--- config.mk ---
export PLATFORM = sky130hd
export DESIGN_NAME = pslv_port
export DESIGN_NICKNAME = d
export VERILOG_FILES = /design/src/rtl/pslv_pkg.sv /design/src/rtl/pslv_sync.sv /design/src/rtl/pslv_edge.sv /design/src/rtl/pslv_regs.sv /design/src/rtl/pslv_port.sv
export SDC_FILE = /design/constraint.sdc
export NUM_CORES = 1
export LEC_CHECK = 0
export BUFFER_PORTS_ARGS = -buffer_cell sky130_fd_sc_hd__buf_2
export CAP_MARGIN = 10
export CORE_MARGIN = 2
export CORE_UTILIZATION = 46
export CTS_CLUSTER_SIZE = 16
export DETAILED_ROUTE_END_ITERATION = 7
export HOLD_SLACK_MARGIN = 0.06
export PLACE_DENSITY = 0.75
export SLEW_MARGIN = 30
export SYNTH_ARGS = -nofsm -noshare
export SYNTH_HDL_FRONTEND = slang
export SYNTH_SLANG_ARGS = --single-unit
--- constraint.sdc ---
create_clock -name clk -period 1.6 [get_ports clk]
set_clock_uncertainty 0.2 [all_clocks]
set_input_delay 0.4 -clock clk [delete_from_list [all_inputs] [get_ports clk]]
set_output_delay 0.4 -clock clk [all_outputs]
set_load 0.01 [all_outputs]
--- src/rtl/pslv_pkg.sv ---
package pslv_pkg;

  localparam int unsigned DATA_W = 8;
  localparam int unsigned DIR_W  = 3;

  localparam logic ADDR_DATA = 1'b0;
  localparam logic ADDR_CTRL = 1'b1;

  // Bit order is the programmer-visible layout of the control location.
  typedef struct packed {
    logic             ibf;   // bit 7
    logic             obf;   // bit 6
    logic             ovf;   // bit 5
    logic             mode;  // bit 4
    logic             rsvd;  // bit 3
    logic [DIR_W-1:0] dir;   // bits 2:0
  } ctrl_t;

  localparam ctrl_t CTRL_RST = '{ibf: 1'b0, obf: 1'b0, ovf: 1'b0, mode: 1'b0,
                                 rsvd: 1'b0, dir: {DIR_W{1'b1}}};

endpackage

--- src/rtl/pslv_sync.sv ---
module pslv_sync #(
  parameter int unsigned W      = 3,
  parameter int unsigned STAGES = 2,
  parameter logic        RST_V  = 1'b1
) (
  input  logic         clk,
  input  logic         rst_n,
  input  logic [W-1:0] d,
  output logic [W-1:0] q
);

  logic [W-1:0] stg [STAGES];

  genvar i;
  generate
    for (i = 0; i < STAGES; i++) begin : g_stage
      if (i == 0) begin : g_first
        always_ff @(posedge clk or negedge rst_n) begin
          if (!rst_n) stg[i] <= {W{RST_V}};
          else        stg[i] <= d;
        end
      end else begin : g_next
        always_ff @(posedge clk or negedge rst_n) begin
          if (!rst_n) stg[i] <= {W{RST_V}};
          else        stg[i] <= stg[i-1];
        end
      end
    end
  endgenerate

  assign q = stg[STAGES-1];

endmodule

--- src/rtl/pslv_edge.sv ---
module pslv_edge (
  input  logic clk,
  input  logic rst_n,
  input  logic mode,
  input  logic cs_s,
  input  logic rd_s,
  input  logic wr_s,
  output logic wr_done,
  output logic rd_done,
  output logic wr_active
);

  logic cs_q, rd_q, wr_q;

  always_ff @(posedge clk or negedge rst_n) begin
    if (!rst_n) begin
      cs_q <= 1'b1;
      rd_q <= 1'b1;
      wr_q <= 1'b1;
    end else begin
      cs_q <= cs_s;
      rd_q <= rd_s;
      wr_q <= wr_s;
    end
  end

  // Completion: strobe was low with select low in the previous cycle, high now.
  always_comb begin
    wr_done   = mode & ~wr_q & wr_s & ~cs_q;
    rd_done   = mode & ~rd_q & rd_s & ~cs_q;
    wr_active = mode & ~wr_s & ~cs_s;
  end

endmodule

--- src/rtl/pslv_regs.sv ---
module pslv_regs
  import pslv_pkg::*;
(
  input  logic              clk,
  input  logic              rst_n,
  input  logic              wr_done,
  input  logic              rd_done,
  input  logic              wr_active,
  input  logic [DATA_W-1:0] host_data_i,
  input  logic              cpu_addr,
  input  logic              cpu_we,
  input  logic              cpu_re,
  input  logic [DATA_W-1:0] cpu_wdata,
  output ctrl_t             ctrl,
  output logic [DATA_W-1:0] in_buf,
  output logic [DATA_W-1:0] out_buf
);

  ctrl_t             ctrl_n;
  logic [DATA_W-1:0] in_buf_n, out_buf_n;
  logic              in_en, out_en;
  logic              cpu_wr_data, cpu_wr_ctrl, cpu_rd_data;

  always_comb begin
    cpu_wr_data = cpu_we & (cpu_addr == ADDR_DATA);
    cpu_wr_ctrl = cpu_we & (cpu_addr == ADDR_CTRL);
    cpu_rd_data = cpu_re & (cpu_addr == ADDR_DATA);

    ctrl_n = ctrl;
    if (cpu_wr_ctrl) begin
      ctrl_n.mode = cpu_wdata[4];
      ctrl_n.dir  = cpu_wdata[DIR_W-1:0];
      if (!cpu_wdata[5]) ctrl_n.ovf = 1'b0;
    end
    if (wr_done && ctrl.ibf) ctrl_n.ovf = 1'b1;
    if (cpu_rd_data)         ctrl_n.ibf = 1'b0;
    if (wr_done)             ctrl_n.ibf = 1'b1;
    if (rd_done)             ctrl_n.obf = 1'b0;
    if (cpu_wr_data)         ctrl_n.obf = 1'b1;
    ctrl_n.rsvd = 1'b0;

    in_en     = wr_active;
    in_buf_n  = host_data_i;
    out_en    = cpu_wr_data;
    out_buf_n = cpu_wdata;
  end

  always_ff @(posedge clk or negedge rst_n) begin
    if (!rst_n) ctrl <= CTRL_RST;
    else        ctrl <= ctrl_n;
  end

  always_ff @(posedge clk or negedge rst_n) begin
    if (!rst_n)     in_buf <= '0;
    else if (in_en) in_buf <= in_buf_n;
  end

  always_ff @(posedge clk or negedge rst_n) begin
    if (!rst_n)      out_buf <= '0;
    else if (out_en) out_buf <= out_buf_n;
  end

  p_ibf_set_r5: assert property (@(posedge clk) disable iff (!rst_n)
    wr_done |=> ctrl.ibf);

  p_ovf_set_r6: assert property (@(posedge clk) disable iff (!rst_n)
    (wr_done && ctrl.ibf) |=> ctrl.ovf);

  p_ovf_hold_r6: assert property (@(posedge clk) disable iff (!rst_n)
    (ctrl.ovf && !(cpu_wr_ctrl && !cpu_wdata[5])) |=> ctrl.ovf);

  p_obf_set_r7: assert property (@(posedge clk) disable iff (!rst_n)
    cpu_wr_data |=> ctrl.obf);

  p_obf_clr_r7: assert property (@(posedge clk) disable iff (!rst_n)
    (rd_done && !cpu_wr_data) |=> !ctrl.obf);

  p_mode_wr_r8: assert property (@(posedge clk) disable iff (!rst_n)
    cpu_wr_ctrl |=> ctrl.mode == $past(cpu_wdata[4]));

endmodule

--- src/rtl/pslv_port.sv ---
module pslv_port
  import pslv_pkg::*;
#(
  parameter int unsigned SYNC_STAGES = 2
) (
  input  logic              clk,
  input  logic              rst_n,
  input  logic              host_cs_n,
  input  logic              host_rd_n,
  input  logic              host_wr_n,
  input  logic [DATA_W-1:0] host_data_i,
  output logic [DATA_W-1:0] host_data_o,
  output logic              host_data_oe,
  input  logic              cpu_addr,
  input  logic              cpu_we,
  input  logic              cpu_re,
  input  logic [DATA_W-1:0] cpu_wdata,
  output logic [DATA_W-1:0] cpu_rdata,
  output logic [DIR_W-1:0]  dir_o
);

  logic [2:0]        strb_s;
  logic              wr_done, rd_done, wr_active;
  ctrl_t             ctrl;
  logic [DATA_W-1:0] in_buf, out_buf;

  pslv_sync #(.W(3), .STAGES(SYNC_STAGES), .RST_V(1'b1)) u_sync (
    .clk   (clk),
    .rst_n (rst_n),
    .d     ({host_cs_n, host_rd_n, host_wr_n}),
    .q     (strb_s)
  );

  pslv_edge u_edge (
    .clk       (clk),
    .rst_n     (rst_n),
    .mode      (ctrl.mode),
    .cs_s      (strb_s[2]),
    .rd_s      (strb_s[1]),
    .wr_s      (strb_s[0]),
    .wr_done   (wr_done),
    .rd_done   (rd_done),
    .wr_active (wr_active)
  );

  pslv_regs u_regs (
    .clk         (clk),
    .rst_n       (rst_n),
    .wr_done     (wr_done),
    .rd_done     (rd_done),
    .wr_active   (wr_active),
    .host_data_i (host_data_i),
    .cpu_addr    (cpu_addr),
    .cpu_we      (cpu_we),
    .cpu_re      (cpu_re),
    .cpu_wdata   (cpu_wdata),
    .ctrl        (ctrl),
    .in_buf      (in_buf),
    .out_buf     (out_buf)
  );

  always_comb begin
    host_data_o  = out_buf;
    host_data_oe = ctrl.mode & ~host_rd_n & ~host_cs_n;
    cpu_rdata    = (cpu_addr == ADDR_CTRL) ? DATA_W'(ctrl) : in_buf;
    dir_o        = ctrl.dir;
  end

  p_quiet_r2: assert property (@(posedge clk) disable iff (!rst_n)
    !ctrl.mode |-> (!wr_done && !rd_done && !wr_active));

  p_noevt_cs_r9: assert property (@(posedge clk) disable iff (!rst_n)
    (strb_s[2] && $past(strb_s[2])) |-> (!wr_done && !rd_done && !wr_active));

  p_drive_r3: assert property (@(posedge clk) disable iff (!rst_n)
    host_data_oe |-> (!host_cs_n && ctrl.mode));

endmodule

* After elaboration in Yosys (flattened, before gate mapping)
Index checks and enable logic that the tools add are counted.
** Word-level totals
- Logic and storage cells :: 47
- Input port bits :: 24
- Register bits after elaboration :: 32
** Operators by class
- Bitwise gates (word level) :: 21
- Equality and inequality tests :: 1
- Muxes and demuxes :: 8
- Reduce and logical (&&, ||, !) cells :: 5
** Operators by type and width (number)
- AND 1 bit :: 13
- 2-to-1 mux 8 bit :: 1
- inverter 1 bit :: 8
- 2-to-1 mux 1 bit :: 6
- nonzero test 2 bit :: 3
- 2-to-1 mux 2 bit :: 1
- != test 2 x 1 -> 1 bit (second input constant) :: 1
- AND reduction 2 bit :: 1
- logical AND 1 bit :: 1

* Depth between registers and ports, before layout
- Word-level depth :: 7
- Gate-level depth with buffers :: 3

* Hierarchy
From an unflattened synthesis, not the netlist that was laid out.
** Second synthesis, totals
- Cell total of the unflattened synthesis :: 80
- Area, all modules :: 1346.3 µm²
** By module, submodules not included
- pslv_regs :: cells an instance 55, sequential area each 579.3 µm², instances 1, area an instance 915.9 µm²
- pslv_sync :: cells an instance 9, sequential area each 157.7 µm², instances 1, area an instance 180.2 µm²
- pslv_port :: cells an instance 10, sequential area each 0.0 µm², instances 1, area an instance 138.9 µm²
- pslv_edge :: cells an instance 6, sequential area each 78.8 µm², instances 1, area an instance 111.4 µm²

* Worst setup path before layout
No wires, ideal clock.
- Path type :: input -> output
- Start point :: in cpu_addr
- End point :: out cpu_rdata[0]
- Cell stages on the path :: 2
- Slack :: 49 ps
- Arrival time :: 951 ps
- Data required time :: 1000 ps
- Cell sequence :: buf_2 -> mux2_2
** On the way
- Word-level cells in the longest chain between the ends :: 1
** Ends and longest elaborated chain
- start: declaration :: line pslv_port.sv:14 : input logic cpu_addr,
- 2-to-1 mux 8 bit :: line pslv_port.sv:65 : cpu_rdata = (cpu_addr == ADDR_CTRL) ? DATA_W'(ctrl) : in_buf;
- end: declaration :: line pslv_port.sv:18 : output logic [DATA_W-1:0] cpu_rdata,
No other way between the ends.

* Worst setup path in the final report
- Start point :: reg, netlist name u_regs.ctrl[4]
- End point :: out cpu_rdata[4]
** On the way
- Word-level cells in the longest chain between the ends :: 1
** Ends and longest elaborated chain (line)
- 2-to-1 mux 8 bit :: pslv_port.sv:65
No other way between the ends.

==> flow_metrics.env <==
export IMPL_outcome="finished, violations left"
export IMPL_violations="setup timing"
export IMPL_syn_to_final_growth_pct=40.9
export IMPL_synth_simple_area_share=0.0627
export IMPL_p_int_mw=1.60
export IMPL_cts_tree="yes"
export IMPL_start_util=0.498
export IMPL_rsz0062_at_grt="yes"
export IMPL_fin_crit_sh=1.10
export IMPL_ys_warn_count=0
export IMPL_synth_xor_area_share=0
export IMPL_clockRootBuffer="clkbuf_4"
export IMPL_grt_pass1_vias=900
export IMPL_finalPower_mw=2.13
export IMPL_grt_pass1_wl_um=4190
export IMPL_drv_slew=0
export IMPL_holdWs_ns=0.0954
export IMPL_drive_gt1_frac=0.752
export IMPL_vias_per_cell=4.89
export IMPL_mostFrequentLayoutCells="buf_2 (32), mux2_2 (25), dfrtp_1 (19), buf_6 (12), dfstp_2 (12)"
export IMPL_synth_top_family_by_area="multiplexers"
export IMPL_maxCapViolCount=0
export IMPL_ios=44
export IMPL_antenna_cells=0
export IMPL_stdcell_count=167
export IMPL_reg2reg_from="u_regs.ctrl[4]"
export IMPL_cts_htree_levels=2
export IMPL_die_area_mm2=0.00316
export IMPL_wl_per_cell_um=15.3
export IMPL_p_comb_frac=0.238
export IMPL_synth_compound_area_frac=0.0169
export IMPL_die_w_um=56.3
export IMPL_drc=0
export IMPL_antenna_found_initial=0
export IMPL_p_leak_nw=0.817
export IMPL_drt_first_iter_violations=10
export IMPL_crit_required_ns=1.00
export IMPL_worst_path_buf_inv=1
export IMPL_powerDensity_mw_per_mm2=1200
export IMPL_cts_sinks=32
export IMPL_fin_nets=160
export IMPL_fp_dieH_um=56.3
export IMPL_peakVddDrop_v=0.000853
export IMPL_critPathArrivalTime_ns=1.16
export IMPL_ff_latch_area_um2=817
export IMPL_port_buffers=43
export IMPL_clk_pin_slew_ns=0.11
export IMPL_worstMarginPinSlew_ns=0.375
export IMPL_worst_slack_ns=-0.164
export IMPL_cts_path_max_buffers=2
export IMPL_multi_input_area_um2=417
export IMPL_clock_latency_ns=0.33
export IMPL_synth_area_mux_share=0.242
export IMPL_synthCells=77
export IMPL_rows=18
export IMPL_cts_buffers=5
export IMPL_yosysUniqueCellTypes=15
export IMPL_hp_class="input pin to flip-flop"
export IMPL_coreArea_mm2=0.00252
export IMPL_startpoint_type="flip-flop"
export IMPL_nFillCells=174
export IMPL_synth_top_area_share=0.398
export IMPL_p_clk_frac=0.283
export IMPL_hpwl_um=1790
export IMPL_p_seq_frac=0.480
export IMPL_yosys_register_bits=32
export IMPL_gp_congestion=0.777
export IMPL_grt_max_degree=18
export IMPL_netSwitchingPower_uw=533
export IMPL_setup_viol_count_final=9
export IMPL_switching_share=0.250
export IMPL_hold_start="host_data_i[7]"
export IMPL_synth_fa_ha_area_frac=0
export IMPL_crit_path_start="u_regs.ctrl[4]"
export IMPL_synth_nets=101
export IMPL_fin_util=0.702
export IMPL_postSynthAreaPerCell_um2=16.3
export IMPL_vias=816
export IMPL_synth_area_leaders="dfrtp_1 (40%), dfstp_2 (25%), mux2_2 (24%)"
export IMPL_ys_seq_area_frac=0.649
export IMPL_syn_cell_area_mm2=0.00126
export IMPL_clock_fmax_ghz=0.567
export IMPL_max_slew_margin=0.750
export IMPL_layout_commonest_cell="buf_2"
export IMPL_min_period_ns=1.76
export IMPL_overflow=0
export IMPL_yosysTopAreaCell="dfrtp_1"
export IMPL_firstDrtPassIters=4
export IMPL_crit_chain="mux2_4 -> buf_6"
export IMPL_crit_family="flip-flops"
export IMPL_tns_ns=-1.07
export IMPL_setup_worst_path_end_class="primary output"
export IMPL_path_max_fanout=5
export IMPL_wl_um=2550
export IMPL_critPathSlowestCell="dfrtp_2"
export IMPL_ant_nets=0
export IMPL_grtUsageTotal=0.177
export IMPL_slowest_delay_ns=0.45
export IMPL_path_class="flip-flop to primary output"
export IMPL_dp_cells=150
export IMPL_final_hold_viol_count=0
worst reg2reg max path: cells and delay by family, from the launching register on:
kind | cells | cell delay [ns]
flip-flops | 1 | 0.41
buffers and inverters | 2 | 0.28
AND/OR/NAND/NOR | 1 | 0.21
multiplexers | 1 | 0.33
metal layers:
layer  track usage  up-vias  share of wire
met5             0        -              0
met3        0.0714        2          0.070
met4        0.0510        0         0.0055
met2         0.299       34           0.52
li1              -      382              -
met1         0.207      398           0.40
metrics by stage:
| stage | instance area [µm²] | setup WS, ns |
|---|---|---|
| floorplan | 1260 | 0.0492 |
| global placement | 1530 | -0.140 |
| detailed placement | 1530 | -0.143 |
| CTS | 1700 | -0.185 |
| global route | 1770 | -0.211 |
| finish | 1770 | -0.164 |
flip-flops by register name, indices dropped and copies added, names as in the netlist:
signal	flops
u_sync.q	3
u_edge.wr_q	1
u_regs.ctrl	7
u_edge.rd_q	1
u_sync.stg	3
u_regs.in_buf	8
u_regs.out_buf	8
u_edge.cs_q	1
cells in the mapped netlist:
library cell,count
a21o_1,1
buf_2,2
buf_4,3
dfrtp_1,20
dfstp_2,12
inv_1,1
mux2_2,27
nand2_1,1
nand3b_1,1
nand4bb_1,2
nor2b_1,3
nor3b_1,1
nor3b_4,1
o21ai_0,1
o2bb2ai_1,1
layout make-up:
type / count / area share
inverters: 1 / 0.00212
multi-input cells: 39 / 0.235
repair buffers: 57 / 0.235
flip-flops and latches: 32 / 0.461
clock inverters: 3 / 0.0240
well taps: 30 / 0.0212
clock buffers: 5 / 0.0212
kinds of logic (layout without fill, tap and decap cells):
kind of cell	Yosys count	count (layout)
DFF	32	32
buffers and inverters	6	66
AOI/OAI and AO/OA	3	3
muxes	27	27
and+or+nand+nor	9	9
power by group through the flow:
| stage | logic, mW | registers [mW] | clock network, mW |
|---|---|---|---|
| floorplan | 0.227 | 1.03 | 0 |
| global placement | 0.376 | 1.02 | 0 |
| detailed placement | 0.390 | 1.03 | 0 |
| CTS | 0.448 | 1.02 | 0.612 |
| global route | 0.545 | 1.04 | 0.651 |
| finish | 0.507 | 1.02 | 0.602 |
timing repair:
action	4_1_cts	5_1_grt
hold buffers	4	0
endpoints found under the hold margin	13	0
setup buffers	1	4
endpoints found under the setup margin	11	18
resized for setup	9	8
pin swaps	0	0
final timing paths:
path	to	depth (start not counted)	slack, ns
min reg2reg	u_sync.q[2]	0	0.15
max	cpu_rdata[4]	2	-0.16
min	u_regs.in_buf[7]	2	0.1
max reg2reg	u_regs.in_buf[3]	4	0.04
max in group asynchronous	u_sync.stg[5]	3	0.39
min in group asynchronous	u_regs.ctrl[6]	2	0.30
No activity file was read; power rests on OpenSTA's default activity.
